$ cat src/rtl/eprom_rd_pkg.sv
`timescale 1ns/1ps
package eprom_rd_pkg;

    typedef enum logic [1:0] {
        ST_IDLE = 2'd0,
        ST_ADDR = 2'd1,
        ST_DATA = 2'd2,
        ST_GAP  = 2'd3
    } rd_state_e;

    // Output-enable access time for a speed grade (ns).
    function automatic int oe_time_ns(input int grade_ns);
        if (grade_ns <= 55)      return 35;
        else if (grade_ns <= 90) return 40;
        else                     return 50;
    endfunction

    // Time for the data pins to float after strobe release (ns).
    function automatic int float_time_ns(input int grade_ns);
        return (grade_ns <= 90) ? 25 : 30;
    endfunction

    function automatic int ns_to_cycles(input int ns, input int period_ns);
        return (ns + period_ns - 1) / period_ns;
    endfunction

endpackage

$ cat src/rtl/eprom_rd_timer.sv
`timescale 1ns/1ps
module eprom_rd_timer #(
    parameter int CW = 4
) (
    input  logic          clk,
    input  logic          rst_n,
    input  logic          load,
    input  logic [CW-1:0] load_val,
    output logic          zero
);
    logic [CW-1:0] cnt_d, cnt_q;

    always_comb begin
        cnt_d = cnt_q;
        if (load)
            cnt_d = load_val;
        else if (cnt_q != '0)
            cnt_d = cnt_q - 1'b1;
    end

    always_ff @(posedge clk or negedge rst_n) begin
        if (!rst_n) cnt_q <= '0;
        else        cnt_q <= cnt_d;
    end

    assign zero = (cnt_q == '0);

endmodule

$ cat src/rtl/eprom_rd_seq.sv
`timescale 1ns/1ps
module eprom_rd_seq
    import eprom_rd_pkg::*;
#(
    parameter int ADDR_W  = 15,
    parameter int CW      = 4,
    parameter int LAG_CYC = 1,
    parameter int OE_CYC  = 2,
    parameter int DF_CYC  = 2
) (
    input  logic              clk,
    input  logic              rst_n,
    input  logic              req,
    input  logic [ADDR_W-1:0] addr,
    input  logic              tmr_zero,
    output logic              tmr_load,
    output logic [CW-1:0]     tmr_val,
    output logic              cap,
    output logic              busy,
    output logic [ADDR_W-1:0] mem_addr,
    output logic              ce_n,
    output logic              oe_n
);
    localparam bit HAS_LAG = (LAG_CYC > 0);
    localparam bit HAS_GAP = (DF_CYC > 0);
    localparam logic [CW-1:0] LAG_LD = CW'(HAS_LAG ? LAG_CYC - 1 : 0);
    localparam logic [CW-1:0] OE_LD  = CW'((OE_CYC > 0) ? OE_CYC - 1 : 0);
    localparam logic [CW-1:0] DF_LD  = CW'(HAS_GAP ? DF_CYC - 1 : 0);

    typedef struct packed {
        rd_state_e         state;
        logic              ce_n;
        logic              oe_n;
        logic [ADDR_W-1:0] addr;
    } seq_t;

    seq_t seq_d, seq_q;
    logic last_gap;

    always_comb begin
        seq_d    = seq_q;
        tmr_load = 1'b0;
        tmr_val  = '0;
        cap      = 1'b0;
        last_gap = (seq_q.state == ST_GAP) && tmr_zero;
        busy     = (seq_q.state != ST_IDLE) && !last_gap;

        case (seq_q.state)
            ST_IDLE, ST_GAP: begin
                if (!busy && req) begin
                    seq_d.addr = addr;
                    seq_d.ce_n = 1'b0;
                    tmr_load   = 1'b1;
                    if (HAS_LAG) begin
                        seq_d.state = ST_ADDR;
                        seq_d.oe_n  = 1'b1;
                        tmr_val     = LAG_LD;
                    end else begin
                        seq_d.state = ST_DATA;
                        seq_d.oe_n  = 1'b0;
                        tmr_val     = OE_LD;
                    end
                end else if (last_gap) begin
                    seq_d.state = ST_IDLE;
                end
            end
            ST_ADDR: begin
                if (tmr_zero) begin
                    seq_d.state = ST_DATA;
                    seq_d.oe_n  = 1'b0;
                    tmr_load    = 1'b1;
                    tmr_val     = OE_LD;
                end
            end
            ST_DATA: begin
                if (tmr_zero) begin
                    cap        = 1'b1;
                    seq_d.ce_n = 1'b1;
                    seq_d.oe_n = 1'b1;
                    if (HAS_GAP) begin
                        seq_d.state = ST_GAP;
                        tmr_load    = 1'b1;
                        tmr_val     = DF_LD;
                    end else begin
                        seq_d.state = ST_IDLE;
                    end
                end
            end
            default: seq_d.state = ST_IDLE;
        endcase
    end

    always_ff @(posedge clk or negedge rst_n) begin
        if (!rst_n) begin
            seq_q.state <= ST_IDLE;
            seq_q.ce_n  <= 1'b1;
            seq_q.oe_n  <= 1'b1;
            seq_q.addr  <= '0;
        end else begin
            seq_q <= seq_d;
        end
    end

    assign mem_addr = seq_q.addr;
    assign ce_n     = seq_q.ce_n;
    assign oe_n     = seq_q.oe_n;


    oe_needs_ce_chk: assert property (@(posedge clk) disable iff (!rst_n)
        !seq_q.oe_n |-> !seq_q.ce_n);


    busy_req_ignored_chk: assert property (@(posedge clk) disable iff (!rst_n)
        (busy && req) |=> $stable(seq_q.addr));

endmodule

$ cat src/rtl/eprom_rd_capture.sv
`timescale 1ns/1ps
module eprom_rd_capture #(
    parameter int DATA_W = 8
) (
    input  logic              clk,
    input  logic              rst_n,
    input  logic              cap,
    input  logic [DATA_W-1:0] dq,
    output logic              rvalid,
    output logic [DATA_W-1:0] rdata
);
    typedef struct packed {
        logic              valid;
        logic [DATA_W-1:0] data;
    } cap_t;

    cap_t cap_d, cap_q;

    always_comb begin
        cap_d       = cap_q;
        cap_d.valid = cap;
        if (cap)
            cap_d.data = dq;
    end

    always_ff @(posedge clk or negedge rst_n) begin
        if (!rst_n) begin
            cap_q.valid <= 1'b0;
            cap_q.data  <= '0;
        end else begin
            cap_q <= cap_d;
        end
    end

    assign rvalid = cap_q.valid;
    assign rdata  = cap_q.data;


    single_pulse_chk: assert property (@(posedge clk) disable iff (!rst_n)
        rvalid |=> !rvalid);

endmodule

$ cat src/rtl/eprom_rd_ctrl.sv
`timescale 1ns/1ps
module eprom_rd_ctrl
    import eprom_rd_pkg::*;
#(
    parameter int CLK_PERIOD_NS = 20,
    parameter int SPEED_NS      = 55,
    parameter int ADDR_W        = 15,
    parameter int DATA_W        = 8
) (
    input  logic              clk,
    input  logic              rst_n,
    input  logic              req,
    input  logic [ADDR_W-1:0] addr,
    output logic              busy,
    output logic              rvalid,
    output logic [DATA_W-1:0] rdata,
    output logic [ADDR_W-1:0] mem_addr,
    output logic              mem_ce_n,
    output logic              mem_oe_n,
    input  logic [DATA_W-1:0] mem_dq
);
    localparam int ACC_CYC = ns_to_cycles(SPEED_NS, CLK_PERIOD_NS);
    localparam int OE_RAW  = ns_to_cycles(oe_time_ns(SPEED_NS), CLK_PERIOD_NS);
    localparam int OE_CYC  = (OE_RAW > ACC_CYC) ? ACC_CYC : OE_RAW;
    localparam int DF_CYC  = ns_to_cycles(float_time_ns(SPEED_NS), CLK_PERIOD_NS);
    localparam int LAG_CYC = ACC_CYC - OE_CYC;
    localparam int MAX_CYC = (ACC_CYC > DF_CYC) ? ACC_CYC : DF_CYC;
    localparam int CW      = $clog2(MAX_CYC + 2);

    logic          tmr_load;
    logic [CW-1:0] tmr_val;
    logic          tmr_zero;
    logic          cap;

    eprom_rd_timer #(.CW(CW)) u_timer (
        .clk      (clk),
        .rst_n    (rst_n),
        .load     (tmr_load),
        .load_val (tmr_val),
        .zero     (tmr_zero)
    );

    eprom_rd_seq #(
        .ADDR_W  (ADDR_W),
        .CW      (CW),
        .LAG_CYC (LAG_CYC),
        .OE_CYC  (OE_CYC),
        .DF_CYC  (DF_CYC)
    ) u_seq (
        .clk      (clk),
        .rst_n    (rst_n),
        .req      (req),
        .addr     (addr),
        .tmr_zero (tmr_zero),
        .tmr_load (tmr_load),
        .tmr_val  (tmr_val),
        .cap      (cap),
        .busy     (busy),
        .mem_addr (mem_addr),
        .ce_n     (mem_ce_n),
        .oe_n     (mem_oe_n)
    );

    eprom_rd_capture #(.DATA_W(DATA_W)) u_cap (
        .clk    (clk),
        .rst_n  (rst_n),
        .cap    (cap),
        .dq     (mem_dq),
        .rvalid (rvalid),
        .rdata  (rdata)
    );

    // Window counters observed at the pins, used only by the checks below.
    logic [CW-1:0] ce_run_q, oe_run_q, gap_q;

    always_ff @(posedge clk or negedge rst_n) begin
        if (!rst_n) begin
            ce_run_q <= '0;
            oe_run_q <= '0;
            gap_q    <= CW'(DF_CYC);
        end else begin
            ce_run_q <= mem_ce_n ? '0 : ce_run_q + 1'b1;
            oe_run_q <= mem_oe_n ? '0 : oe_run_q + 1'b1;
            if (!mem_ce_n)
                gap_q <= '0;
            else if (gap_q < CW'(DF_CYC))
                gap_q <= gap_q + 1'b1;
        end
    end


    acc_window_chk: assert property (@(posedge clk) disable iff (!rst_n)
        $rose(mem_ce_n) |-> (ce_run_q == CW'(ACC_CYC)));


    oe_window_chk: assert property (@(posedge clk) disable iff (!rst_n)
        $rose(mem_oe_n) |-> (oe_run_q == CW'(OE_CYC)));


    float_gap_chk: assert property (@(posedge clk) disable iff (!rst_n)
        $fell(mem_ce_n) |-> (gap_q >= CW'(DF_CYC)));


    valid_at_release_chk: assert property (@(posedge clk) disable iff (!rst_n)
        rvalid |-> ($rose(mem_ce_n) && mem_oe_n));


    addr_hold_chk: assert property (@(posedge clk) disable iff (!rst_n)
        !mem_ce_n |=> (mem_ce_n || $stable(mem_addr)));


    rdata_hold_chk: assert property (@(posedge clk) disable iff (!rst_n)
        !rvalid |-> $stable(rdata));


    idle_strobes_chk: assert property (@(posedge clk) disable iff (!rst_n)
        !busy |-> (mem_ce_n && mem_oe_n));

endmodule

$ cat config.mk
export PLATFORM = sky130hd
export DESIGN_NAME = eprom_rd_ctrl
export DESIGN_NICKNAME = d
export VERILOG_FILES = /design/src/rtl/eprom_rd_pkg.sv /design/src/rtl/eprom_rd_timer.sv /design/src/rtl/eprom_rd_seq.sv /design/src/rtl/eprom_rd_capture.sv /design/src/rtl/eprom_rd_ctrl.sv
export SDC_FILE = /design/constraint.sdc
export NUM_CORES = 1
export LEC_CHECK = 0
export ABC_AREA = 1
export BUFFER_PORTS_ARGS = -buffer_cell sky130_fd_sc_hd__buf_2
export CAP_MARGIN = 10
export CELL_PAD_IN_SITES_DETAIL_PLACEMENT = 1
export CELL_PAD_IN_SITES_GLOBAL_PLACEMENT = 1
export CORE_AREA = 2 2 62 79
export CTS_CLUSTER_SIZE = 30
export DETAILED_ROUTE_END_ITERATION = 8
export DIE_AREA = 0 0 64 81
export PLACE_DENSITY_LB_ADDON = 0.1
export SETUP_SLACK_MARGIN = 0.02
export SYNTH_ARGS = -nofsm -noshare
export SYNTH_HDL_FRONTEND = slang
export SYNTH_SLANG_ARGS = --single-unit
$ cat constraint.sdc
create_clock -name clk -period 2.1 [get_ports clk]
set_input_delay 0.315 -clock clk [delete_from_list [all_inputs] [get_ports clk]]
set_output_delay 0.315 -clock clk [all_outputs]
set_load 0.01 [all_outputs]
==> impl.org <==
** Run status
- The run finished with clean final reports.

** Clock network
- Counting every sink on the clock net gives 31.
- Post-CTS repair changed the size of 0 cells.
- CTS placed an instance of clkbuf_8 at the clock tree root.
- After clock tree synthesis, the clock-pin slew on the worst setup and hold paths is around 60 ps.
- Number of H-tree levels :: 2
- TritonCTS built the clock tree.
- Bufs on Longest Clock Path :: 2
- The clock reaches the later pin of the worst-skew pair after ~270 ps.
- TritonCTS created 5 clock buffers.
- After clock tree synthesis, the setup repair step added 0 buffers.
- Hold_buf cts :: 0

** Critical path
- At the worst endpoint, the required time is 1780 ps.
- For the worst setup path, the data arrival time is 1590 ps.
- Classification of the worst setup path :: register to output port
- STA classifies the critical path endpoint as an output port.
- Cell-by-cell listing of the critical path :: inv_1 > ha_1 > ha_1 > nand2_2 > nand2_4 > inv_1 > buf_2
- In this design, the stage delay of the slowest critical-path cell is ~360 ps.
- Together, buffers and inverters on the worst path number 3.
- The worst setup path is launched from a register.
- Standard cell with the maximum stage delay on the critical path :: dfrtp_1
- On the critical path the largest part of the delay comes from adder cells.
- Along the worst path, the maximum fanout reaches 6.

** Run
- The tool flagged a number of max-cap violations equal to 0.

** Power
- Part of the total power dissipated in sequential elements :: 34.6%
- Logic pwr share :: between 50% and 60%
- Across the VDD grid, the largest voltage drop is 0.000597 V.
- Net switching is 41.6% of the power.
- Summed over all nets, the switching power comes to 1.26 mW.
- Int Power :: 1.77 mW
- Part of the total power dissipated in the clock network :: 15.3%
- Dividing total power by cell area gives a power density of 1600 mW/mm2.
- The analysis attributes to cell leakage a power of 1.06 nW.

** Logic synthesis
- Sequential-to-total area share from yosys stat :: 48.9%
- Synthesis inferred 31 register bits.
- Mapped Area :: 0.00159 mm2
- Counting every instance in the synthesized netlist gives between 150 and 200.
- During synthesis, Yosys emitted a total of 0 warnings.
- Number of distinct library cells after synthesis :: 17
- Number of nets in the synthesized netlist :: 200
- Avg Inst Size Synth :: between 9 and 10 um2

** Floorplanning
- Measured along the x axis, the die boundary spans 64 um.
- Die area :: 0.00518 mm2
- Die extent in y :: between 80 and 90 um
- Core Footprint :: 0.00452 mm2
- between 50 and 60 I/O pins were placed.
- Starting utilization of the core area :: 35.2%
- After floorplanning, the core was divided into 28 placement rows.

** Drt
- The detailed router finished its first iteration with 17 violations.
- The routed layout has 1,148 vias.
- The routed design uses 1.61 mm of met2 wire.
- Dividing the detail-routed via count by the number of cells gives between 4 and 5.
- Iteration count of the initial detailed-routing pass :: 2
- Routed wire length :: 3.12 mm
- Signal routing reaches up to met4.
- The detail route stage leaves a number of antenna-violating nets equal to 0.
- The routed design uses 182 um of met3 wire.
- Average wire per cell in the routed design :: 11.6 um
- Met1 wire length :: roughly 1.3 mm
- Detailed-route DRC error count :: 0

** Timing
- Max_slew headroom :: 53.5%
- Setup violations remaining at the end of the flow were counted as 0.
- Setup repair after global routing left no endpoint under its margin.
- Final max-slew violation count :: 0
- Setup Skew :: 2.68 ps
- Total negative slack :: 0 ps
- Timing would allow up to 0.526 GHz.
- Of the available clock period, the critical path in the final layout requires between 90 and 100%.
- Final critical-path required period :: 1900 ps
- Final Hold Violating Endpoints :: 0
- At the pin with the least slew margin, the transition time is around 700 ps.
- Hold timing on the final database bottoms out at a slack of 74.1 ps.

** Cells and area
- Count of nets after finishing :: 242
- Of the cells placed in the final design, the portion with a size suffix greater than 1 is 49.0%.
- The multi-input combinational cells in the finished layout cover a total of ~570 um2.
- The number of antenna diodes in the final layout is 0.
- The area growth from synthesis to layout is 18.6%.
- Register Area :: 778 um2
- The filler cells instantiated in the layout total 548.

** Global routing
- The first global-routing pass estimated 5.37 mm of wire.
- The via count of the first global-routing pass is about 1,200.
- Grt ovf :: 0
- Global routing used between 10% and 20% of the available tracks across all layers.
- The number of antenna violations at the first check in global routing is 0.
- Pin count of the biggest net entering global routing :: 34

** Placement
- Final weighted congestion in routability-driven placement :: 0.662
- Placed wire-length estimate after detailed placement :: 2.37 mm
- Port-buffer cells :: 52

** Worst hold path
- In this run the worst hold path is classified as input port to async pin.
-- state kept, by name, indices dropped and copies added, names as in the netlist --
register        flops
u_cap.rdata         8
u_cap.rvalid        1
u_seq.ce_n          1
u_seq.mem_addr     15
u_seq.oe_n          1
u_seq.seq_q         2
u_timer.cnt_q       3
-- worst register-to-register path, cell delays in order (launching register included) --
cell	delay [ps]
dfrtp_1	360
inv_1	90
ha_1	160
ha_1	280
nand2_2	140
nand2_4	110
nand3_4	70
buf_12	190
nand2_1	90
o21ai_0	70
-- cell usage after synthesis --
master    number  area, um2
nand2_1       37        139
dfrtp_1       29        726
inv_1         24       90.1
nand2_2       20        125
o21ai_2       17        149
buf_4         15        113
ha_1           6       75.1
nand3_1        5       25.0
buf_6          3       33.8
o21ai_0        3       15.0
dfstp_2        2       52.6
nor2_1         2       7.51
clkinv_1       1       3.75
inv_2          1       3.75
nand2_4        1       11.3
nand3_4        1       17.5
or2_2          1       6.26
-- final cells by class --
type | count | share of cell area, %
flip-flops and latches | 31 | 41.2
multi-input cells | 93 | 30.2
repair buffers | 53 | 14.8
clock buffers | 6 | 4.37
inverters | 26 | 5.17
clock inverters | 1 | 0.265
well taps | 60 | 3.97
-- kinds of logic (layout without fill, tap and decap cells) --
kind of cell / count (synthesis) / in the layout / share of synthesized area, %
AND/OR/NAND/NOR: 67 / 67 / 20.8
flip-flops: 31 / 31 / 48.9
AO/OA/AOI/OAI: 20 / 20 / 10.3
buffers and inverters: 44 / 86 / 15.3
adder cells (fa/ha/maj): 6 / 6 / 4.71
-- final timing paths --
kind	startpoint	endpoint	slack, ps	cells past startpoint
setup / recovery	u_timer.cnt_q[1]	busy	200	7
hold / removal	rst_n	u_seq.mem_addr[12]	70	1
setup reg to reg	u_timer.cnt_q[1]	u_timer.cnt_q[2]	430	9
hold reg to reg	u_seq.oe_n	u_seq.oe_n	460	2
max in group asynchronous	rst_n	u_timer.cnt_q[1]	1560	1
min in group clk	mem_dq[0]	u_cap.rdata[0]	230	3
-- power by group through the flow --
| stage | sequential [mW] | combinational (mW) | clock, mW |
|---|---|---|---|
| 2_1_floorplan | 1.09 | 1.22 | 0 |
| 3_3_place_gp | 1.05 | 1.49 | 0 |
| 3_5_place_dp | 1.06 | 1.54 | 0 |
| 4_1_cts | 1.05 | 1.56 | 0.487 |
| 5_1_grt | 1.09 | 1.72 | 0.516 |
| 6_report | 1.05 | 1.51 | 0.464 |
-- routing by layer --
layer	up-vias	global-route usage (%)
met5	-	0
met4	0	4.57
met3	4	4.16
met2	39	23.1
met1	532	15.7
li1	573	-
-- placed cells by master (no fill, tap or decap) --
cell       n
o21ai_0    3
nand2_2   20
nand2_1   37
clkbuf_8   6
or2_2      1
ha_1       6
buf_2     52
nor2_1     2
nand2_4    1
clkinv_1   1
inv_2      1
dfstp_2    2
buf_12     1
inv_1     24
clkinv_2   1
nand3_4    1
o21ai_2   17
dfrtp_1   29
nand3_1    5
-- per-stage QoR --
step	instances	setup slack [ps]	cell area (um2)	utilization [%]	total power [mW]
after CTS	270	155	1890	41.8	3.10
final	270	198	1890	41.8	3.02
after floorplan	168	625	1590	-	2.31
after global routing	270	52.3	1890	41.8	3.33
after detailed placement	263	408	1800	39.9	2.60
after global placement	263	502	1800	39.9	2.54
No activity file was read; power rests on OpenSTA's default activity.
